===== config.mk =====
export PLATFORM = sky130hd
export DESIGN_NAME = i2c_mem_target
export DESIGN_NICKNAME = d
export VERILOG_FILES = /design/src/rtl/i2c_tgt_pkg.sv /design/src/rtl/i2c_tgt_sync.sv /design/src/rtl/i2c_tgt_ptr.sv /design/src/rtl/i2c_tgt_fsm.sv /design/src/rtl/i2c_mem_target.sv
export SDC_FILE = /design/constraint.sdc
export NUM_CORES = 1
export LEC_CHECK = 0
export ABC_CLOCK_PERIOD_IN_PS = 4120
export CAP_MARGIN = 20
export CORE_MARGIN = 2
export CORE_UTILIZATION = 50
export CTS_BUF_LIST = sky130_fd_sc_hd__clkbuf_4 sky130_fd_sc_hd__clkbuf_8
export DETAILED_ROUTE_END_ITERATION = 16
export DONT_BUFFER_PORTS = 1
export PLACE_DENSITY = 0.62
export SLEW_MARGIN = 5
export SYNTH_ARGS = -nofsm -noshare
export SYNTH_HDL_FRONTEND = slang
export SYNTH_HIERARCHICAL = 1
export SYNTH_SLANG_ARGS = --single-unit

===== constraint.sdc =====
create_clock -name clk -period 4.12 [get_ports clk]
set_clock_uncertainty 0.15 [all_clocks]
set_input_delay 0.618 -clock clk [delete_from_list [all_inputs] [get_ports clk]]
set_output_delay 0.618 -clock clk [all_outputs]
set_load 0.01 [all_outputs]

===== src/rtl/i2c_tgt_pkg.sv =====
package i2c_tgt_pkg;

  typedef enum logic [2:0] {
    ST_IDLE = 3'd0,
    ST_DEV  = 3'd1,
    ST_AHI  = 3'd2,
    ST_ALO  = 3'd3,
    ST_WDAT = 3'd4,
    ST_RD   = 3'd5
  } tgt_state_e;

  localparam logic [3:0] DEV_ID = 4'b1010;

endpackage


===== src/rtl/i2c_tgt_sync.sv =====
module i2c_tgt_sync #(
  parameter int STAGES = 2
) (
  input  logic clk,
  input  logic rst_n,
  input  logic scl_in,
  input  logic sda_in,
  output logic sda_s,
  output logic scl_rise,
  output logic scl_fall,
  output logic start_det,
  output logic stop_det
);

  localparam int NL = 2;

  logic [NL-1:0] raw;
  logic [NL-1:0] cur;
  logic [NL-1:0] prv;

  assign raw = {sda_in, scl_in};

  for (genvar g = 0; g < NL; g++) begin : g_line
    logic [STAGES-1:0] chain_q;
    logic              prv_q;

    always_ff @(posedge clk or negedge rst_n) begin
      if (!rst_n) begin
        chain_q <= '1;
        prv_q   <= 1'b1;
      end else begin
        chain_q <= {chain_q[STAGES-2:0], raw[g]};
        prv_q   <= chain_q[STAGES-1];
      end
    end

    assign cur[g] = chain_q[STAGES-1];
    assign prv[g] = prv_q;
  end

  assign sda_s     = cur[1];
  assign scl_rise  = cur[0] & ~prv[0];
  assign scl_fall  = ~cur[0] & prv[0];
  assign start_det = cur[0] & prv[0] & prv[1] & ~cur[1];
  assign stop_det  = cur[0] & prv[0] & ~prv[1] & cur[1];

  // bus events are mutually exclusive in any cycle
  a_r1_events_exclusive: assert property (@(posedge clk) disable iff (!rst_n)
    $onehot0({scl_rise, scl_fall, start_det, stop_det}));

endmodule


===== src/rtl/i2c_tgt_ptr.sv =====
module i2c_tgt_ptr #(
  parameter int ADDR_W = 13,
  parameter int PAGE_W = 6
) (
  input  logic              clk,
  input  logic              rst_n,
  input  logic              load,
  input  logic [ADDR_W-1:0] load_val,
  input  logic              inc_page,
  input  logic              inc_full,
  output logic [ADDR_W-1:0] ptr
);

  logic [ADDR_W-1:0] ptr_q;
  logic [ADDR_W-1:0] ptr_d;
  logic              ptr_en;

  assign ptr_en = load | inc_page | inc_full;

  always_comb begin
    ptr_d = ptr_q;
    if (load) begin
      ptr_d = load_val;
    end else if (inc_page) begin
      ptr_d = {ptr_q[ADDR_W-1:PAGE_W], ptr_q[PAGE_W-1:0] + PAGE_W'(1)};
    end else if (inc_full) begin
      ptr_d = ptr_q + ADDR_W'(1);
    end
  end

  always_ff @(posedge clk or negedge rst_n) begin
    if (!rst_n) begin
      ptr_q <= '0;
    end else if (ptr_en) begin
      ptr_q <= ptr_d;
    end
  end

  assign ptr = ptr_q;

  // read stream wraps from the top address to zero
  a_r9_full_wrap: assert property (@(posedge clk) disable iff (!rst_n)
    (inc_full && !load && !inc_page && (&ptr_q)) |=> (ptr_q == '0));

  // page streaming keeps the page number
  a_r5_page_kept: assert property (@(posedge clk) disable iff (!rst_n)
    (inc_page && !load) |=> (ptr_q[ADDR_W-1:PAGE_W] == $past(ptr_q[ADDR_W-1:PAGE_W])));

endmodule


===== src/rtl/i2c_tgt_fsm.sv =====
module i2c_tgt_fsm
  import i2c_tgt_pkg::*;
#(
  parameter int ADDR_W = 13
) (
  input  logic              clk,
  input  logic              rst_n,
  input  logic              abort,
  input  logic              start_det,
  input  logic              stop_det,
  input  logic              scl_rise,
  input  logic              scl_fall,
  input  logic              sda_s,
  input  logic [2:0]        strap,
  input  logic              wr_busy,
  input  logic [7:0]        rdata,
  output logic              ptr_load,
  output logic [ADDR_W-1:0] ptr_val,
  output logic              ptr_inc_page,
  output logic              ptr_inc_full,
  output logic              mem_wr,
  output logic [7:0]        mem_wdata,
  output logic              mem_commit,
  output logic              sda_pull
);

  localparam int HI_W = ADDR_W - 8;

  tgt_state_e      state_q, state_d;
  logic [3:0]      bitcnt_q, bitcnt_d;
  logic [7:0]      shreg_q, shreg_d;
  logic [HI_W-1:0] hi_q, hi_d;
  logic            ack_ph_q, ack_ph_d;
  logic            pull_q, pull_d;
  logic            mack_q, mack_d;
  logic            wrote_q, wrote_d;
  logic            wr_q, wr_d;
  logic            commit_q, commit_d;
  logic            byte_done;
  logic            dev_match;

  assign byte_done = scl_fall & ~ack_ph_q & (bitcnt_q == 4'd8);
  assign dev_match = (shreg_q[7:1] == {DEV_ID, strap});
  assign ptr_val   = {hi_q, shreg_q};

  always_comb begin
    state_d      = state_q;
    bitcnt_d     = bitcnt_q;
    shreg_d      = shreg_q;
    hi_d         = hi_q;
    ack_ph_d     = ack_ph_q;
    pull_d       = pull_q;
    mack_d       = mack_q;
    wrote_d      = wrote_q;
    wr_d         = 1'b0;
    commit_d     = 1'b0;
    ptr_load     = 1'b0;
    ptr_inc_page = 1'b0;
    ptr_inc_full = 1'b0;

    if (abort) begin
      state_d  = ST_IDLE;
      pull_d   = 1'b0;
      ack_ph_d = 1'b0;
      wrote_d  = 1'b0;
    end else if (start_det) begin
      state_d  = ST_DEV;
      bitcnt_d = '0;
      ack_ph_d = 1'b0;
      pull_d   = 1'b0;
      wrote_d  = 1'b0;
    end else if (stop_det) begin
      state_d  = ST_IDLE;
      ack_ph_d = 1'b0;
      pull_d   = 1'b0;
      commit_d = wrote_q;
      wrote_d  = 1'b0;
    end else begin
      unique case (state_q)
        ST_DEV, ST_AHI, ST_ALO, ST_WDAT: begin
          if (scl_rise && !ack_ph_q && (bitcnt_q != 4'd8)) begin
            shreg_d  = {shreg_q[6:0], sda_s};
            bitcnt_d = bitcnt_q + 4'd1;
          end else if (byte_done) begin
            ack_ph_d = 1'b1;
            pull_d   = 1'b1;
            if (state_q == ST_DEV && (!dev_match || wr_busy)) begin
              state_d  = ST_IDLE;
              ack_ph_d = 1'b0;
              pull_d   = 1'b0;
            end
            if (state_q == ST_AHI) hi_d = shreg_q[HI_W-1:0];
            if (state_q == ST_ALO) ptr_load = 1'b1;
            if (state_q == ST_WDAT) begin
              wr_d    = 1'b1;
              wrote_d = 1'b1;
            end
          end else if (scl_fall && ack_ph_q) begin
            ack_ph_d = 1'b0;
            bitcnt_d = '0;
            pull_d   = 1'b0;
            unique case (state_q)
              ST_DEV: begin
                if (shreg_q[0]) begin
                  state_d = ST_RD;
                  shreg_d = rdata;
                  pull_d  = ~rdata[7];
                end else begin
                  state_d = ST_AHI;
                end
              end
              ST_AHI:  state_d = ST_ALO;
              ST_ALO:  state_d = ST_WDAT;
              default: ptr_inc_page = 1'b1;
            endcase
          end
        end
        ST_RD: begin
          if (scl_fall && !ack_ph_q) begin
            if (bitcnt_q == 4'd7) begin
              pull_d       = 1'b0;
              ack_ph_d     = 1'b1;
              bitcnt_d     = '0;
              ptr_inc_full = 1'b1;
            end else begin
              shreg_d  = {shreg_q[6:0], 1'b0};
              pull_d   = ~shreg_q[6];
              bitcnt_d = bitcnt_q + 4'd1;
            end
          end else if (scl_rise && ack_ph_q) begin
            mack_d = ~sda_s;
          end else if (scl_fall && ack_ph_q) begin
            ack_ph_d = 1'b0;
            if (mack_q) begin
              shreg_d  = rdata;
              pull_d   = ~rdata[7];
              bitcnt_d = '0;
            end else begin
              state_d = ST_IDLE;
              pull_d  = 1'b0;
            end
          end
        end
        default: begin
          pull_d = 1'b0;
        end
      endcase
    end
  end

  always_ff @(posedge clk or negedge rst_n) begin
    if (!rst_n) begin
      state_q  <= ST_IDLE;
      bitcnt_q <= '0;
      shreg_q  <= '0;
      hi_q     <= '0;
      ack_ph_q <= 1'b0;
      pull_q   <= 1'b0;
      mack_q   <= 1'b0;
      wrote_q  <= 1'b0;
      wr_q     <= 1'b0;
      commit_q <= 1'b0;
    end else begin
      state_q  <= state_d;
      bitcnt_q <= bitcnt_d;
      shreg_q  <= shreg_d;
      hi_q     <= hi_d;
      ack_ph_q <= ack_ph_d;
      pull_q   <= pull_d;
      mack_q   <= mack_d;
      wrote_q  <= wrote_d;
      wr_q     <= wr_d;
      commit_q <= commit_d;
    end
  end

  assign sda_pull   = pull_q;
  assign mem_wr     = wr_q;
  assign mem_wdata  = shreg_q;
  assign mem_commit = commit_q;

  // an external reset releases the line on the next cycle
  a_r12_abort_release: assert property (@(posedge clk) disable iff (!rst_n)
    abort |=> (!sda_pull && state_q == ST_IDLE));

  // busy write controller means the address is not acknowledged
  a_r11_busy_nack: assert property (@(posedge clk) disable iff (!rst_n)
    (state_q == ST_DEV && byte_done && wr_busy && !abort && !start_det && !stop_det)
      |=> (!sda_pull && state_q == ST_IDLE));

  // a write strobe only happens in the acknowledge slot of a data byte
  a_r5_wr_in_ack: assert property (@(posedge clk) disable iff (!rst_n)
    mem_wr |-> (ack_ph_q && state_q == ST_WDAT));

  // commit pulses follow a STOP
  a_r6_commit_on_stop: assert property (@(posedge clk) disable iff (!rst_n)
    mem_commit |-> $past(stop_det));

  // idle engine never drives the line
  a_r1_idle_quiet: assert property (@(posedge clk) disable iff (!rst_n)
    (state_q == ST_IDLE) |-> !sda_pull);

endmodule


===== src/rtl/i2c_mem_target.sv =====
module i2c_mem_target #(
  parameter int ADDR_W      = 13,
  parameter int PAGE_W      = 6,
  parameter int SYNC_STAGES = 2
) (
  input  logic              clk,
  input  logic              rst_n,
  input  logic              ext_rst,
  input  logic              scl_in,
  input  logic              sda_in,
  input  logic [2:0]        strap,
  input  logic              wr_busy,
  input  logic [7:0]        mem_rdata,
  output logic              sda_pull,
  output logic [ADDR_W-1:0] mem_addr,
  output logic              mem_wr,
  output logic [7:0]        mem_wdata,
  output logic              mem_commit
);

  logic              sda_s;
  logic              scl_rise;
  logic              scl_fall;
  logic              start_det;
  logic              stop_det;
  logic              ptr_load;
  logic [ADDR_W-1:0] ptr_val;
  logic              ptr_inc_page;
  logic              ptr_inc_full;

  i2c_tgt_sync #(
    .STAGES (SYNC_STAGES)
  ) u_sync (
    .clk       (clk),
    .rst_n     (rst_n),
    .scl_in    (scl_in),
    .sda_in    (sda_in),
    .sda_s     (sda_s),
    .scl_rise  (scl_rise),
    .scl_fall  (scl_fall),
    .start_det (start_det),
    .stop_det  (stop_det)
  );

  i2c_tgt_fsm #(
    .ADDR_W (ADDR_W)
  ) u_fsm (
    .clk          (clk),
    .rst_n        (rst_n),
    .abort        (ext_rst),
    .start_det    (start_det),
    .stop_det     (stop_det),
    .scl_rise     (scl_rise),
    .scl_fall     (scl_fall),
    .sda_s        (sda_s),
    .strap        (strap),
    .wr_busy      (wr_busy),
    .rdata        (mem_rdata),
    .ptr_load     (ptr_load),
    .ptr_val      (ptr_val),
    .ptr_inc_page (ptr_inc_page),
    .ptr_inc_full (ptr_inc_full),
    .mem_wr       (mem_wr),
    .mem_wdata    (mem_wdata),
    .mem_commit   (mem_commit),
    .sda_pull     (sda_pull)
  );

  i2c_tgt_ptr #(
    .ADDR_W (ADDR_W),
    .PAGE_W (PAGE_W)
  ) u_ptr (
    .clk      (clk),
    .rst_n    (rst_n),
    .load     (ptr_load),
    .load_val (ptr_val),
    .inc_page (ptr_inc_page),
    .inc_full (ptr_inc_full),
    .ptr      (mem_addr)
  );

endmodule


==> impl_metrics.toml <==
[synthesis]
synth_cell_types = 66
ys_warn_count = 6
synth_seq_cells = 45
synthAdderAreaFrac_pct = 2.626
synthArstFlopShare_pct = 100.0
synth_compound_area_share_pct = 18.51
synth_top_family_by_area = "simple AND/OR/NAND/NOR gates"
synth_edf_count = 0
yosys-top-cells-count = "dfrtp_1, nand2_1, o21ai_0"
synth_top_area_share_pct = 34.14
yosys.area_share.simple_pct = 20.61
ys_top_cells_by_area = "dfrtp_1, dfstp_2, o21ai_0"
netlist_instances = 286
synth_area_leader_cell = "dfrtp_1"
synth_area_per_cell_um2 = 9.996
synth-xor-area-share_pct = 5.164
syn_nets = 309
syn_area_um2 = 2859
ys_seq_area_share_pct = 39.65
synth_most_common_cell = "dfrtp_1"
muxShareOfSynthArea_pct = 7.702
synth_ff_type = "dfrtp_1"

[final_layout]
n_fill_cell = 521
drive_gt1_share_pct = 15.52
final_cells = 349
num_antenna_cells = 0
fin_area_um2 = 2968
nets = 300
area_delta_synth_final_pct = 3.808

[detailed_routing]
wl_met3_um = 498
first_pass_iters = 4
routed_wl_mm = 6.672
drt-initial-drc-count = 143
routed.top_layer = "met4"
num_vias = 2200
drcViolationCount = 0
ant_nets = 0
wl_met1_mm = 3.064
vias_per_cell = 6.304
dr_wl_met2_mm = 2.981
wire_per_inst_um = 19.12

[clock_network]
cts_buffers = 5
cts-root-buf = "clkbuf_8"
clock-sinks = 45
htreeDepth = 2
clock_latency_ps = 300
cts_tree = "done"
path_clk_slew_ps = 80
cts_buffer_depth = 2
post_cts_buffers = 0

[run_status]
status = "finished clean"

[worst_setup_path]
crit_arrival_ps = 3260
r2r_setup_slack_ps = 900
worstPathMaxFanout = 7
crit_buf_inv = 0
worstPathRequired_ps = 4160
critical-path-top-delay-family = "simple AND/OR/NAND/NOR gates"
r2r_end = "u_ptr/ptr[11]$_DFFE_PN0P_"
r2r_cells = 8
critical_path_class = "reg -> reg"
crit_path_end_kind = "flop"
start_kind = "flop"
slowest_delay_ps = 600
path_cells = "and4b_1 -> nor3_2 -> nand2_1 -> nor4b_1 -> nand4b_4 -> nor4_2 -> xor2_1 -> mux2_2"
r2r_start = "u_sync/g_line[1].chain_q[1]$_DFF_PN1_"
crit_path_top_delay_cell = "nor4b_1"

[placement]
gp_congestion = 0.8612
port_buffers = 0
placed_area_um2 = 2848
dp_worst_setup_slack_ps = 947.5
dp_cells = 340
dp_hpwl_mm = 4.798

[power]
peakVddDrop_uv = 247.1
powerDensity_nw_per_um2 = 532.8
p_leak_nw = 1.267

[die]
core_um2 = 5507
die_h_um = 79.62
die_area_um2 = 6339
row_count = 27
die_w_um = 79.62
io_pins = 41
start_util_pct = 51.92

[timing]
timing.hold.ws_ps = 2.797
drv_slew = 0
setup_viol = 0
fin_ws_ps = 902.1
max_freq_mhz = 310.8
relSlewSlack_pct = 52.75
worst_pin_slew_ps = 703.3
finalCritPeriodShare_pct = 78.10
fin_tns_setup_ps = 0
rsz0062_at_grt = "no"
period_minus_slack_ps = 3218
final_hold_viol_count = 0

[grt]
grt_max_degree = 40
gr-total-overflow = 0
grt_usage_pct = 22.82
grt_pass1_wl_mm = 11.09
antenna_found_initial = 0
grt_pass1_vias = 2137

[flow_run]
maxCapViolations = 0

[min_path]
hp-class = "in -> async"
sequential cells by signal (all words and copies together), names as in the netlist:
register	cells
u_sync/g_line.prv_q	2
u_fsm/mack_q	1
u_fsm/ack_ph_q	1
u_ptr/ptr	13
u_fsm/sda_pull	1
u_fsm/mem_wr	1
u_fsm/hi_q	5
u_fsm/bitcnt_q	4
u_fsm/mem_commit	1
u_fsm/state_q	3
u_fsm/wrote_q	1
u_fsm/mem_wdata	8
u_sync/g_line.chain_q	4
through the flow:
stage / power, mW / utilization [%]
2_1_floorplan: 1.185 / -
3_3_place_gp: 1.287 / 51.72
3_5_place_dp: 1.287 / 51.72
4_1_cts: 1.588 / 53.90
5_1_grt: 1.697 / 53.90
6_report: 1.581 / 53.90
cells by family after synthesis:
group	count (synthesis)
multiplexers	18
flip-flops	45
adder cells (fa/ha/maj)	6
AO/OA/AOI/OAI	74
buffers and inverters	32
AND/OR/NAND/NOR	95
XOR/XNOR	16
area by class of cell:
type / instances / area [um2] / share of cell area, %
inverter: 13 / 48.80 / 1.644
tap: 72 / 90.09 / 3.035
timing repair buffer: 3 / 37.54 / 1.265
sequential: 45 / 1134 / 38.20
clock buffer: 7 / 90.09 / 3.035
multi-input combinational: 209 / 1568 / 52.82
placed cells by master (no fill, tap or decap), types with 2 or more instances in the layout:
cell type / netlist / routed
a21oi_1: 12 / 12
a22o_1: 6 / 6
a31oi_1: 2 / 2
a32oi_1: 2 / 2
and2_1: 2 / 2
and3b_1: 3 / 3
and4b_1: 4 / 4
clkbuf_8: 0 / 6
dfrtp_1: 39 / 39
dfstp_2: 6 / 6
ha_1: 6 / 6
inv_1: 13 / 13
mux2_1: 2 / 2
mux2_2: 6 / 6
mux2_4: 6 / 6
mux2i_1: 4 / 4
nand2_1: 27 / 27
nand2b_1: 2 / 2
nand3_1: 8 / 8
nand3_2: 2 / 2
nand3b_1: 4 / 4
nand4_1: 4 / 4
nor2_1: 7 / 7
nor2b_1: 4 / 4
nor3_1: 11 / 11
nor3b_1: 2 / 2
nor4_1: 2 / 2
nor4_2: 2 / 2
nor4b_1: 3 / 2
o2111ai_1: 2 / 2
o211ai_1: 6 / 6
o21ai_0: 21 / 21
o22ai_1: 2 / 2
o31ai_1: 2 / 2
or4_1: 2 / 2
xnor2_1: 10 / 10
xor2_1: 5 / 5
worst max-delay path by stage:
| stage | start | to | slack, ps | cells after the start |
|---|---|---|---|---|
| after detailed placement | u_sync/g_line[1].chain_q[1]$_DFF_PN1_ | u_ptr/ptr[11]$_DFFE_PN0P_ | 950 | 8 |
| after global placement | u_sync/g_line[1].chain_q[1]$_DFF_PN1_ | u_ptr/ptr[11]$_DFFE_PN0P_ | 960 | 8 |
| final | u_sync/g_line[1].chain_q[1]$_DFF_PN1_ | u_ptr/ptr[11]$_DFFE_PN0P_ | 900 | 8 |
| after floorplan | u_sync/g_line[0].prv_q$_DFF_PN1_ | u_ptr/ptr[12]$_DFFE_PN0P_ | 1260 | 9 |
| after CTS | u_sync/g_line[1].chain_q[1]$_DFF_PN1_ | u_ptr/ptr[11]$_DFFE_PN0P_ | 940 | 8 |
| after global routing | u_sync/g_line[0].prv_q$_DFF_PN1_ | u_ptr/ptr[11]$_DFFE_PN0P_ | 630 | 8 |
timing repair:
action | CTS | global route
hold endpoints to repair | 39 | 0
hold buffers | 2 | 0
resized for setup | 0 | 0
where the power goes:
group / switching (mW) / internal [mW]
Combinational: 0.324 / 0.271
Clock: 0.141 / 0.140
Sequential: 0.182 / 0.524
Total: 0.647 / 0.935
per-layer routing:
layer | vias to the layer above | GRT usage, %
li1 | 1035 | -
met1 | 1082 | 32.95
met2 | 70 | 32.52
met3 | 13 | 6.674
met4 | 0 | 7.759
met5 | - | 0
(Power assumes the default switching activity.)
